## src/rtl/ctl_pkg.sv

```systemverilog
package ctl_pkg;

  localparam logic [7:0] OFS_CTRL = 8'h28;
  localparam logic [7:0] OFS_GPIO = 8'h2C;
  localparam logic [7:0] OFS_BASE = 8'h30;

  localparam logic [7:0]  DIR_DFLT  = 8'hFF;
  localparam logic [7:0]  DAT_DFLT  = 8'hF0;
  localparam logic [31:0] BASE_DFLT = 32'hFFFF_FFFC;

  // only bits marked as output (dir = 0) take the new value
  function automatic logic [7:0] pin_merge(input logic [7:0] cur,
                                           input logic [7:0] nxt,
                                           input logic [7:0] dir);
    return (cur & dir) | (nxt & ~dir);
  endfunction

  // per byte-lane update of a 32-bit word
  function automatic logic [31:0] lane_merge(input logic [31:0] cur,
                                             input logic [31:0] nxt,
                                             input logic [3:0]  be);
    logic [31:0] m;
    for (int i = 0; i < 4; i++) m[i*8 +: 8] = be[i] ? nxt[i*8 +: 8] : cur[i*8 +: 8];
    return m;
  endfunction

  // read value of the pin byte: inputs from the synchronizer, outputs from the data register
  function automatic logic [7:0] pin_view(input logic [7:0] dat,
                                          input logic [7:0] pins,
                                          input logic [7:0] dir);
    return (pins & dir) | (dat & ~dir);
  endfunction

endpackage

```

## src/rtl/slv_handshake.sv

```systemverilog
module slv_handshake #(
  parameter int WS_W = 3
) (
  input  logic            clk,
  input  logic            rst_n,
  input  logic            valid,
  input  logic [WS_W-1:0] ws,
  output logic            ready,
  output logic            commit
);

  logic            busy_q;
  logic [WS_W-1:0] cnt_q;
  logic            accept;

  assign accept = valid && !busy_q && !ready;
  assign commit = busy_q && (cnt_q == '0);

  always_ff @(posedge clk or negedge rst_n) begin
    if (!rst_n) begin
      busy_q <= 1'b0;
      cnt_q  <= '0;
      ready  <= 1'b0;
    end else begin
      ready <= 1'b0;
      if (accept) begin
        busy_q <= 1'b1;
        cnt_q  <= ws;
      end else if (busy_q) begin
        if (cnt_q == '0) begin
          busy_q <= 1'b0;
          ready  <= 1'b1;
        end else begin
          cnt_q <= cnt_q - 1'b1;
        end
      end
    end
  end


  ready_pulse_chk: assert property (@(posedge clk) disable iff (!rst_n) ready |=> !ready);

  commit_ready_chk: assert property (@(posedge clk) disable iff (!rst_n) commit |=> ready);

  no_accept_busy_chk: assert property (@(posedge clk) disable iff (!rst_n)
    (busy_q && !commit) |=> (busy_q && cnt_q == $past(cnt_q) - 1'b1));

endmodule

```

## src/rtl/pin_sync.sv

```systemverilog
module pin_sync #(
  parameter int W      = 8,
  parameter int STAGES = 2
) (
  input  logic         clk,
  input  logic         rst_n,
  input  logic [W-1:0] d,
  output logic [W-1:0] q
);

  logic [W-1:0] stg_q [STAGES];

  always_ff @(posedge clk or negedge rst_n) begin
    if (!rst_n) stg_q[0] <= '0;
    else        stg_q[0] <= d;
  end

  for (genvar s = 1; s < STAGES; s++) begin : g_stage
    always_ff @(posedge clk or negedge rst_n) begin
      if (!rst_n) stg_q[s] <= '0;
      else        stg_q[s] <= stg_q[s-1];
    end
  end

  assign q = stg_q[STAGES-1];

endmodule

```

## src/rtl/ctl_regs.sv

```systemverilog
module ctl_regs
  import ctl_pkg::*;
#(
  parameter int WS_W   = 3,
  parameter int GPIO_N = 8
) (
  input  logic              clk,
  input  logic              rst_n,
  input  logic              wr_en,
  input  logic              sel_ctrl,
  input  logic              sel_gpio,
  input  logic              sel_base,
  input  logic [31:0]       wdata,
  input  logic [3:0]        be,
  output logic              run_q,
  output logic [WS_W-1:0]   ws_q,
  output logic [GPIO_N-1:0] dir_q,
  output logic [GPIO_N-1:0] dat_q,
  output logic [31:2]       base_q
);

  logic wr_ctrl, wr_gpio, wr_base;
  logic run_nxt;
  logic lock;
  logic [31:0] base_m;

  assign wr_ctrl = wr_en && sel_ctrl;
  assign wr_gpio = wr_en && sel_gpio;
  assign wr_base = wr_en && sel_base;

  assign run_nxt = (wr_ctrl && be[3]) ? wdata[24] : run_q;
  // registers stay at default while in reset, and return to it on the edge reset is entered
  assign lock    = !run_q || !run_nxt;
  assign base_m  = lane_merge({base_q, 2'b00}, wdata, be);

  always_ff @(posedge clk or negedge rst_n) begin
    if (!rst_n) begin
      run_q  <= 1'b0;
      ws_q   <= '0;
      dir_q  <= GPIO_N'(DIR_DFLT);
      dat_q  <= GPIO_N'(DAT_DFLT);
      base_q <= BASE_DFLT[31:2];
    end else begin
      run_q <= run_nxt;
      if (lock) begin
        ws_q   <= '0;
        dir_q  <= GPIO_N'(DIR_DFLT);
        dat_q  <= GPIO_N'(DAT_DFLT);
        base_q <= BASE_DFLT[31:2];
      end else begin
        if (wr_ctrl && be[2]) ws_q  <= wdata[16 +: WS_W];
        if (wr_ctrl && be[0]) dir_q <= wdata[GPIO_N-1:0];
        if (wr_gpio && be[3]) dat_q <= pin_merge(dat_q, wdata[31:24], dir_q);
        if (wr_base)          base_q <= base_m[31:2];
      end
    end
  end


  rst_dflt_chk: assert property (@(posedge clk) disable iff (!rst_n)
    !run_q |-> (ws_q == '0 && dir_q == GPIO_N'(DIR_DFLT) && dat_q == GPIO_N'(DAT_DFLT)
                && base_q == BASE_DFLT[31:2]));

  input_bits_hold_chk: assert property (@(posedge clk) disable iff (!rst_n)
    (run_q && $past(run_q) && $stable(dir_q)) |-> ((dat_q & dir_q) == ($past(dat_q) & dir_q)));

  lock_hold_chk: assert property (@(posedge clk) disable iff (!rst_n)
    (!run_q && $past(!run_q)) |-> ($stable(ws_q) && $stable(base_q)));

endmodule

```

## src/rtl/ctl_reg_slave.sv

```systemverilog
module ctl_reg_slave
  import ctl_pkg::*;
#(
  parameter int ADDR_W = 8,
  parameter int WS_W   = 3,
  parameter int GPIO_N = 8,
  parameter int SYNC_N = 2
) (
  input  logic              clk,
  input  logic              rst_n,
  input  logic              req_valid,
  input  logic              req_write,
  input  logic [ADDR_W-1:0] req_addr,
  input  logic [31:0]       req_wdata,
  input  logic [3:0]        req_be,
  output logic              req_ready,
  output logic [31:0]       req_rdata,
  output logic              core_rst_n,
  output logic              dma_allow,
  input  logic [GPIO_N-1:0] gpio_in,
  output logic [GPIO_N-1:0] gpio_oe,
  output logic [GPIO_N-1:0] gpio_out
);

  localparam int WS_HI = 16 + WS_W;

  logic              commit;
  logic              sel_ctrl, sel_gpio, sel_base;
  logic              run_q;
  logic [WS_W-1:0]   ws_q;
  logic [GPIO_N-1:0] dir_q, dat_q, pins_s;
  logic [31:2]       base_q;
  logic [31:0]       rd_mux;
  logic [31:0]       rdata_q;

  assign sel_ctrl = (req_addr == ADDR_W'(OFS_CTRL));
  assign sel_gpio = (req_addr == ADDR_W'(OFS_GPIO));
  assign sel_base = (req_addr == ADDR_W'(OFS_BASE));

  slv_handshake #(.WS_W(WS_W)) u_hs (
    .clk(clk), .rst_n(rst_n), .valid(req_valid), .ws(ws_q),
    .ready(req_ready), .commit(commit)
  );

  ctl_regs #(.WS_W(WS_W), .GPIO_N(GPIO_N)) u_regs (
    .clk(clk), .rst_n(rst_n), .wr_en(commit && req_write),
    .sel_ctrl(sel_ctrl), .sel_gpio(sel_gpio), .sel_base(sel_base),
    .wdata(req_wdata), .be(req_be),
    .run_q(run_q), .ws_q(ws_q), .dir_q(dir_q), .dat_q(dat_q), .base_q(base_q)
  );

  pin_sync #(.W(GPIO_N), .STAGES(SYNC_N)) u_sync (
    .clk(clk), .rst_n(rst_n), .d(gpio_in), .q(pins_s)
  );

  always_comb begin
    rd_mux = '0;
    if (sel_ctrl) begin
      rd_mux[24]            = run_q;
      rd_mux[WS_HI-1:16]    = ws_q;
      rd_mux[GPIO_N-1:0]    = dir_q;
    end else if (sel_gpio) begin
      rd_mux[31:24] = pin_view(dat_q, pins_s, dir_q);
    end else if (sel_base) begin
      rd_mux = {base_q, 2'b00};
    end
  end

  always_ff @(posedge clk or negedge rst_n) begin
    if (!rst_n)      rdata_q <= '0;
    else if (commit) rdata_q <= rd_mux;
  end

  assign req_rdata  = rdata_q;
  assign core_rst_n = run_q;
  assign dma_allow  = run_q;
  assign gpio_oe    = ~dir_q;
  assign gpio_out   = dat_q;


  reset_gate_chk: assert property (@(posedge clk) disable iff (!rst_n)
    !core_rst_n |-> (!dma_allow && gpio_oe == '0));

  rdata_hold_chk: assert property (@(posedge clk) disable iff (!rst_n)
    !commit |=> $stable(req_rdata));

endmodule

```

## config.mk

```make
export PLATFORM = sky130hd
export DESIGN_NAME = ctl_reg_slave
export DESIGN_NICKNAME = d
export VERILOG_FILES = /design/src/rtl/ctl_pkg.sv /design/src/rtl/slv_handshake.sv /design/src/rtl/pin_sync.sv /design/src/rtl/ctl_regs.sv /design/src/rtl/ctl_reg_slave.sv
export SDC_FILE = /design/constraint.sdc
export NUM_CORES = 1
export LEC_CHECK = 0
export BUFFER_PORTS_ARGS = -buffer_cell sky130_fd_sc_hd__buf_2
export CORE_MARGIN = 2
export CORE_UTILIZATION = 55
export CTS_CLUSTER_DIAMETER = 50
export CTS_CLUSTER_SIZE = 30
export DETAILED_ROUTE_END_ITERATION = 7
export MAX_ROUTING_LAYER = met4
export PLACE_DENSITY = 0.88
export SLEW_MARGIN = 20
export SYNTH_ARGS = -nofsm -noshare
export SYNTH_HDL_FRONTEND = slang
export SYNTH_SLANG_ARGS = --single-unit
```

## constraint.sdc

```tcl
create_clock -name clk -period 4.2 [get_ports clk]
set_clock_uncertainty 0.15 [all_clocks]
set_input_delay 0 -clock clk [delete_from_list [all_inputs] [get_ports clk]]
set_output_delay 0 -clock clk [all_outputs]
set_load 0.005 [all_outputs]
```

==> results.txt, run 1 <==
----------------------------------------------------
[GRT]
  Global-route wire length before repair ... 19180 microns
  Pin count of the biggest net entering global routing ... 62
  Number of antenna violations at the first check in global routing ... 0
  GR Util All Layers ... 0.2953
  Number of global-route vias before repair ... 3849
  Overall overflow remaining after global route ... 0

[Critical path]
  Worst-path cell with the longest stage delay ... sky130_fd_sc_hd__nor4_4
  Minimum setup slack among reg-to-reg paths ... 1300 ps
  Worst setup startpoint ... u_hs.cnt_q[0]$_DFFE_PN0P_
  End of the worst register-to-register path ... u_regs.base_q[11]$_DFFE_PN1P_
  Cell family with the largest share of critical-path delay ... simple AND/OR/NAND/NOR gates
  Worst reg2reg path depth ... 7
  Worst setup SP type ... flip-flop
  Crit end category ... flip-flop
  Critical register-to-register path startpoint ... u_hs.cnt_q[0]$_DFFE_PN0P_
  Critical path fanouts, max ... 8
  Critical Path Sink ... u_regs.base_q[11]$_DFFE_PN1P_
  Worst path buffer plus inverter count ... 2
  Stage delay of the slowest cell on the critical path ... 740 ps
  Arrival time of data at the critical path endpoint ... 3050 ps
  Worst Path Required ... 4350 ps
  Crit Path Class ... reg2reg
  CP cell instances ... inv_1 > ha_1 > nand4bb_1 > nor4_4 > mux2i_1 > dlygate4sd3_1 > nand2_1
  Path length in cells of the critical path ... 7

[Synthesis]
  Synth area leader ... sky130_fd_sc_hd__dfrtp_1
  Most used flip-flop cell after synthesis ... sky130_fd_sc_hd__dfrtp_1
  Proportion of netlist area held by the largest area contributor ... 0.3468
  Number of flops mapped to enable cells by yosys ... 0
  Yosys reg bits ... 103
  Xor and xnor fraction of the mapped netlist area ... 0.001990
  Combined area of all synthesized cells ... 0.004402 sq mm
  Syn Inst Count ... 395
  Warnings from Yosys ... 0
  Cell variety after synth ... 38
  Share of the synthesized area in compound gates (AO/OA/AOI/OAI) ... 0.07049
  Fraction of the yosys area taken by sequential cells ... 0.5975
  Post-synthesis simple-gate area fraction ... 0.1785
  Number of nets produced by synthesis ... 453
  Avg Inst Size Synth ... 11.14 sq um
  Fraction of registers with async set/reset ... 1.000
  Combinational family with the most area after synthesis ... simple AND/OR/NAND/NOR gates
  Adder-cell share of the synthesized area ... 0.005685
  Portion of netlist area occupied by mux cells ... 0.1160
  Cell types occupying the most area after synthesis ... sky130_fd_sc_hd__dfrtp_1 35%, sky130_fd_sc_hd__dfstp_2 25%, sky130_fd_sc_hd__mux2i_1 9.6%

[Detailed routing]
  Iter 0 DRT Violations ... 271
  Drt via density ... 5.687
  Drt pass-1 iters ... 5
  Remaining routing DRC violations ... 0
  Vias after detailed routing ... 3708
  Detail Route Antenna Nets ... 0
  Routed wire length ... 11840 microns
  Average routed wire per standard cell ... 18.16 microns

[STA]
  Finish-stage setup viols ... 0
  Count of endpoints failing hold in the final timing report ... 0
  Worst Tran Pin Value ... 992.7 ps
  Worst hold slack across all endpoints ... 1.197 ps
  Setup repair after global routing missed its margin ... false
  Setup total negative slack ... 0 ps
  Max Clock Freq ... 344.9 MHz
  Final Critical Period ... 2899 ps
  Final-report max-slew violation count ... 0
  Tightest slew margin relative to the limit ... 0.3346
  Period utilisation layout ... 0.6903

[Floorplanning]
  Die span in y ... 93.46 microns
  Cell Rows ... 32
  Die footprint ... 0.008735 sq mm
  Initial standard-cell utilization of the core ... 0.5696
  Core area ... 0.007727 sq mm
  Horizontal die dimension ... 93.46 microns
  Count of boundary I/O pins ... 107

[CTS]
  Clock tree from TritonCTS ... done
  Post-CTS setup repair buffer count ... 0
  Maximum count of clock buffers along a single path ... 2
  # hold bufs at CTS ... 48
  Clock transition at path regs ... 110 ps
  TritonCTS Sinks ... 103
  CTS H-tree depth ... 3
  Root cell of the clock tree ... sky130_fd_sc_hd__clkbuf_8
  Clock buffers created by TritonCTS ... 9
  Later-pin clock latency in the skew report ... 380 ps
  Post-cts repair resize count ... 0

[Placed design]
  Detailed placement HPWL ... 7246 microns
  Weighted congestion at the end of routability-driven global placement ... 0.8263
  Instance area after placement ... 0.005024 sq mm
  Count of input and output buffers ... 106

[Cells and area]
  Layout cell share with drive strength beyond 1 ... 0.3327
  Nets ... 603
  Antenna diode instance count ... 0
  Layout fillers ... 509
  Area delta synth->final ... 29.33%
  Top library cells by usage in the layout, fill and taps aside ... 105 x sky130_fd_sc_hd__buf_2, 79 x sky130_fd_sc_hd__nand2_1, 61 x sky130_fd_sc_hd__dfrtp_1
  Leading cell type in the layout, fill and taps excluded ... sky130_fd_sc_hd__buf_2
  Total non-filler cell area in the finished layout ... 0.005693 sq mm

[Job]
  Number of max-capacitance violations reported ... 0

[Pwr]
  Largest vdd supply drop ... 0.2505 mV
  LEAKAGE ... 2.829 nW
  Cell Pwr Density ... 398.0 mW/mm^2

[Hold path]
  Worst min-delay path category ... in2reg

[Outcome]
  Run status ... finished, final reports clean

----------------------------------------------------
==> area by class of cell <==
class / count / area [sq um] / share of cell area
sequential: 103 / 2630 / 0.4620
multi-input combinational: 260 / 1650 / 0.2899
timing repair buffer: 159 / 1051 / 0.1846
clock buffer: 10 / 137.6 / 0.02418
tap: 102 / 127.6 / 0.02242
clock inverter: 6 / 51.30 / 0.009011
inverter: 12 / 45.04 / 0.007912
==> state kept, by name (all words and copies together), names as in the netlist <==
| register | flops |
|---|---|
| u_regs.run_q | 1 |
| u_hs.busy_q | 1 |
| u_regs.ws_q | 3 |
| u_sync.q | 8 |
| u_regs.dat_q | 8 |
| u_regs.base_q | 30 |
| u_sync.stg_q | 8 |
| u_hs.ready | 1 |
| req_rdata | 32 |
| u_regs.dir_q | 8 |
| u_hs.cnt_q | 3 |
==> worst min path at each step <==
stage	from	endpoint	slack, ps	cells past startpoint
final	req_be[1]	u_regs.base_q[13]$_DFFE_PN1P_	1	5
after global routing	req_be[1]	u_regs.base_q[13]$_DFFE_PN1P_	40	5
after CTS	req_be[1]	u_regs.base_q[8]$_DFFE_PN1P_	10	5
after detailed placement	rst_n	req_rdata[28]$_DFFE_PN0N_	-40	1
after global placement	rst_n	u_sync.stg_q[12]$_DFF_PN0_	-50	1
after floorplan	rst_n	req_rdata[0]$_DFFE_PN0N_	-450	0
==> Yosys cell counts, drive strengths merged (2+ instances only) <==
master	number
nand2	79
dfrtp	61
dfstp	42
mux2i	42
nor2	27
nand3	26
o21ai	17
clkbuf	14
inv	12
a221oi	10
mux2	8
a22oi	7
a21oi	6
buf	6
nand4	5
nor4	4
nand3b	3
nor2b	3
and2	2
and3b	2
ha	2
nor3	2
nor4bb	2
or4	2
==> stage by stage <==
stage,setup slack [ps],instances,utilization,power [mW]
after floorplan,1944,395,-,1.434
after global placement,1573,588,0.6501,1.608
after detailed placement,1468,588,0.6501,1.635
after CTS,1360,652,0.7367,2.251
after global routing,1077,652,0.7367,2.379
final,1301,652,0.7367,2.266
==> worst register-to-register path: stages (launching register included) <==
cell and delay (ps):
sky130_fd_sc_hd__dfrtp_1 410, sky130_fd_sc_hd__inv_1 110, sky130_fd_sc_hd__ha_1 240, sky130_fd_sc_hd__nand4bb_1 250, sky130_fd_sc_hd__nor4_4 740, sky130_fd_sc_hd__mux2i_1 280, sky130_fd_sc_hd__dlygate4sd3_1 570, sky130_fd_sc_hd__nand2_1 70
==> report_power, final <==
| group | internal [mW] | switching, mW |
|---|---|---|
| logic | 0.215 | 0.298 |
| registers | 1.09 | 0.0659 |
| clock network | 0.240 | 0.361 |
==> cell families (layout without fill, tap and decap cells) <==
kind of cell	count (synthesis)	in the layout
AND/OR/NAND/NOR	161	161
flip-flops	103	103
multiplexers	50	50
AO/OA/AOI/OAI	46	46
buffers and inverters	32	187
adder cells (fa/ha/maj)	2	2
XOR/XNOR	1	1
==> metal layers <==
layer	GRT usage	vias up	wire (microns)
met1	0.3679	1812	4838
met3	0.04835	35	779
met2	0.4814	196	5889
met4	0.1287	0	335
met5	-	-	0
li1	-	1665	-
(Power assumes the default switching activity.)
==> run 2: changes to the inputs <==
Settings changed: ABC_AREA from default to 1, CORE_UTILIZATION 55 to 54, PLACE_DENSITY 0.88 to 0.86.
Clock period 4.2 ns to 2.7 ns, I/O delays scaled along.
==> run 2 against run 1 <==
The run now ends with hold timing, setup timing left; clock-buffer cell count rose by 1; die area up 6.7%; first-iteration DRC count rose by 69%; flip-flop and latch count is the same; final cell count rose by 26%; utilization up 1.3 points; area after synthesis rose by 5.0%; worst setup slack got worse by 1300 ps; global-route usage up 0.86 points.
==> results.txt, run 2 <==
----------------------------------------------------
[STA]
  Final Critical Period ... 2728 ps (-171.5 ps)
  Tightest slew margin relative to the limit ... 0.5792 (+0.2446)
  Period utilisation layout ... 1.010 (+0.3200)
  Setup total negative slack ... -42.09 ps (-42.09 ps)
  Max Clock Freq ... 366.6 MHz (+6.3%)
  Worst hold slack across all endpoints ... -1.961 ps (-3.158 ps)
  Final-report max-slew violation count ... 0 (unchanged)
  Count of endpoints failing hold in the final timing report ... 1 (+1)
  Setup slack of the critical path after layout ... -27.63 ps (-1329 ps)
  Finish-stage setup viols ... 2 (+2)
  Worst Tran Pin Value ... 627.3 ps (-365.4 ps)

[Cells and area]
  Layout fillers ... 532 (+4.5%)
  Nets ... 769 (+28%)
  Top library cells by usage in the layout, fill and taps aside ... 191 x sky130_fd_sc_hd__nand2_1, 105 x sky130_fd_sc_hd__buf_2, 76 x sky130_fd_sc_hd__nand3_1
  Layout cell share with drive strength beyond 1 ... 0.2737 (-0.05898)
  Number of flip-flops under the largest register name ... 32 (unchanged)
  Antenna diode instance count ... 0 (unchanged)
  Area delta synth->final ... 33.86%
  Leading cell type in the layout, fill and taps excluded ... sky130_fd_sc_hd__nand2_1

[Synthesis]
  Most used flip-flop cell after synthesis ... sky130_fd_sc_hd__dfrtp_1
  Combined area of all synthesized cells ... 0.004623 sq mm (+5.0%)
  Portion of netlist area occupied by mux cells ... 0.008660 (-0.1073)
  Syn Inst Count ... 535 (+35%)
  Avg Inst Size Synth ... 8.641 sq um (-22%)
  Warnings from Yosys ... 0 (unchanged)
  Post-synthesis simple-gate area fraction ... 0.2798 (+0.1013)
  Share of the synthesized area in compound gates (AO/OA/AOI/OAI) ... 0.06766 (-0.002836)
  Adder-cell share of the synthesized area ... 0.005413 (-0.0002723)
  Xor and xnor fraction of the mapped netlist area ... 0.001894 (-0.00009531)
  Number of nets produced by synthesis ... 593 (+31%)
  Number of flops mapped to enable cells by yosys ... 0 (unchanged)
  Synth area leader ... sky130_fd_sc_hd__dfrtp_1
  Post-synth top cells ... 192 x sky130_fd_sc_hd__nand2_1, 76 x sky130_fd_sc_hd__nand3_1, 61 x sky130_fd_sc_hd__dfrtp_1
  Fraction of registers with async set/reset ... 1.000 (unchanged)
  Combinational family with the most area after synthesis ... simple AND/OR/NAND/NOR gates
  Most numerous cell in the Yosys netlist ... sky130_fd_sc_hd__nand2_1
  Yosys reg bits ... 103 (unchanged)
  Cell types occupying the most area after synthesis ... sky130_fd_sc_hd__dfrtp_1 33%, sky130_fd_sc_hd__dfstp_2 24%, sky130_fd_sc_hd__nand2_1 16%
  Proportion of netlist area held by the largest area contributor ... 0.3302 (-0.01661)
  Cell variety after synth ... 31 (-18%)
  Fraction of the yosys area taken by sequential cells ... 0.5689 (-0.02862)

[Detailed routing]
  Remaining routing DRC violations ... 0 (unchanged)
  Drt via density ... 5.643 (-0.77%)
  Vias after detailed routing ... 4633 (+25%)
  Drt pass-1 iters ... 5 (unchanged)
  Routed wire length ... 13710 microns (+16%)
  Top Metal Used ... met4
  Iter 0 DRT Violations ... 458 (+69%)
  Average routed wire per standard cell ... 16.70 microns (-8.1%)
  Met1 WL ... 5028 microns (+3.9%)
  Detail Route Antenna Nets ... 0 (unchanged)
  Routed wire length on met2 ... 6861 microns (+17%)
  Detail Route met3 WL ... 1286 microns (+65%)

[Job]
  Number of max-capacitance violations reported ... 0 (unchanged)

[Critical path]
  Cell family with the largest share of critical-path delay ... simple AND/OR/NAND/NOR gates
  Crit end category ... flip-flop
  Crit Path Class ... reg2reg
  CP cell instances ... inv_1 > ha_1 > nand4_1 > nor2_2 > nand3_4 > nand2_2 > buf_4 > a21oi_1 > dlygate4sd3_1 > nand2_1
  Worst setup SP type ... flip-flop
  Stage delay of the slowest cell on the critical path ... 580 ps (-160 ps)
  Critical path fanouts, max ... 14 (+6)
  Worst-path cell with the longest stage delay ... sky130_fd_sc_hd__dlygate4sd3_1
  Arrival time of data at the critical path endpoint ... 2890 ps (-160 ps)
  Worst path buffer plus inverter count ... 3 (+1)
  Worst Path Required ... 2860 ps (-1490 ps)
  Minimum setup slack among reg-to-reg paths ... -30 ps (-1330 ps)

[CTS]
  Clock buffers created by TritonCTS ... 9 (unchanged)
  Maximum count of clock buffers along a single path ... 2 (unchanged)
  Later-pin clock latency in the skew report ... 370 ps (about the same)
  CTS H-tree depth ... 3 (unchanged)
  TritonCTS Sinks ... 103 (unchanged)
  Clock transition at path regs ... 90 ps (-20 ps)
  Root cell of the clock tree ... sky130_fd_sc_hd__clkbuf_8
  Clock tree from TritonCTS ... done

[Outcome]
  Run status ... finished, violations left
  Violations in the final reports ... hold timing, setup timing

[GRT]
  GR Util All Layers ... 0.3040 (+0.008618)
  Overall overflow remaining after global route ... 0 (unchanged)
  Global-route wire length before repair ... 20800 microns (+8.4%)
  Pin count of the biggest net entering global routing ... 60 (-3.2%)
  Number of global-route vias before repair ... 4446 (+16%)
  Number of antenna violations at the first check in global routing ... 0 (unchanged)

[Floorplanning]
  Core area ... 0.008258 sq mm (+6.9%)
  Cell Rows ... 33 (+3.1%)
  Horizontal die dimension ... 96.53 microns (+3.3%)
  Initial standard-cell utilization of the core ... 0.5598 (-0.009776)
  Count of boundary I/O pins ... 107 (unchanged)
  Die span in y ... 96.53 microns (+3.3%)
  Die footprint ... 0.009318 sq mm (+6.7%)

[Placed design]
  Pre-CTS setup slack ... 533.9 ps (-933.9 ps)
  Count of input and output buffers ... 106 (unchanged)
  Detailed placement HPWL ... 7909 microns (+9.1%)
  Weighted congestion at the end of routability-driven global placement ... 0.8704 (+5.3%)

[Pwr]
  LEAKAGE ... 3.250 nW (+15%)
  Cell Pwr Density ... 573.9 mW/mm^2 (+44%)
  Largest vdd supply drop ... 0.3878 mV (+55%)

[Hold path]
  Worst min-delay path category ... in2reg

----------------------------------------------------
==> run 2: cell types whose count changed after synthesis, moves of 10 or more <==
cell | previous run | this run
sky130_fd_sc_hd__a221oi_1 | 10 | 0
sky130_fd_sc_hd__inv_1 | 12 | 51
sky130_fd_sc_hd__mux2i_1 | 42 | 4
sky130_fd_sc_hd__nand2_1 | 79 | 192
sky130_fd_sc_hd__nand3_1 | 26 | 76
sky130_fd_sc_hd__nor2_1 | 27 | 7
==> run 2: logic make-up (layout without fill, tap and decap cells) <==
| logic type | count (synthesis) | after routing |
|---|---|---|
| buffers and inverters | 76 | 257 |
| AO/OA/AOI/OAI | 55 | 55 |
| multiplexers | 4 | 4 |
| XOR/XNOR | 1 | 1 |
| AND/OR/NAND/NOR | 294 | 294 |
| flip-flops | 103 | 103 |
| adder cells (fa/ha/maj) | 2 | 2 |
==> run 2: path summary, 6_finish.rpt <==
check                                           start                            to  depth (start not counted)
max                         u_hs.cnt_q[0]$_DFFE_PN0P_   u_regs.dir_q[0]$_DFFE_PN1P_                         10
max in group asynchronous                       rst_n  u_regs.base_q[8]$_DFFE_PN1P_                          3
min reg2reg                u_sync.stg_q[13]$_DFF_PN0_         u_sync.q[5]$_DFF_PN0_                          0
max reg2reg                 u_hs.cnt_q[0]$_DFFE_PN0P_   u_regs.dir_q[0]$_DFFE_PN1P_                         10
min in group asynchronous                       rst_n    u_sync.stg_q[13]$_DFF_PN0_                          2
min                                       req_addr[4]     req_rdata[24]$_DFFE_PN0N_                          6
==> run 2: final cells by class <==
type | instances | area [sq um] | area share
sequential | 103 | 2630 | 0.4250
multi-input combinational | 356 | 1693 | 0.2736
timing repair buffer | 185 | 1306 | 0.2111
inverter | 56 | 212.7 | 0.03437
clock buffer | 11 | 131.4 | 0.02123
tap | 105 | 131.4 | 0.02123
clock inverter | 5 | 83.83 | 0.01355
==> run 2: worst reg2reg max path, delay by kind of cell (launching register included) <==
| kind | cells | cell delay [ps] |
|---|---|---|
| compound gates | 1 | 70 |
| fa+ha+maj | 1 | 200 |
| buf+inv | 3 | 910 |
| flops | 1 | 380 |
| simple gates | 5 | 970 |
==> run 2: per-stage QoR <==
step                utilization  total power, mW  area, sq um  std cells
floorplan                     -            2.135         4623        535
global placement         0.6358            2.366         5250        733
detailed placement       0.6358            2.405         5250        733
CTS                      0.7430            3.480         6136        816
global route             0.7494            3.673         6188        821
finish                   0.7494            3.552         6188        821
==> run 2: report_power, final <==
group	switching [mW]	leakage [nW]	internal, mW
combinational	0.463	1.91	0.286
clock	0.532	0.0998	0.525
sequential	0.0735	1.24	1.67
total	1.07	3.25	2.48
==> run 2: routing by layer <==
metal  vias to the layer above  track usage
met5                         -            -
met4                         0       0.1455
met3                        65      0.06206
met2                       319       0.4959
met1                      2186       0.3635
li1                       2063            -
==> run 2: what timing repair did <==
action	4_1_cts	5_1_grt
hold buffers	67	0
setup endpoints to repair	0	16
buffers inserted	0	5
resized for setup	0	5
hold endpoints to repair	138	0
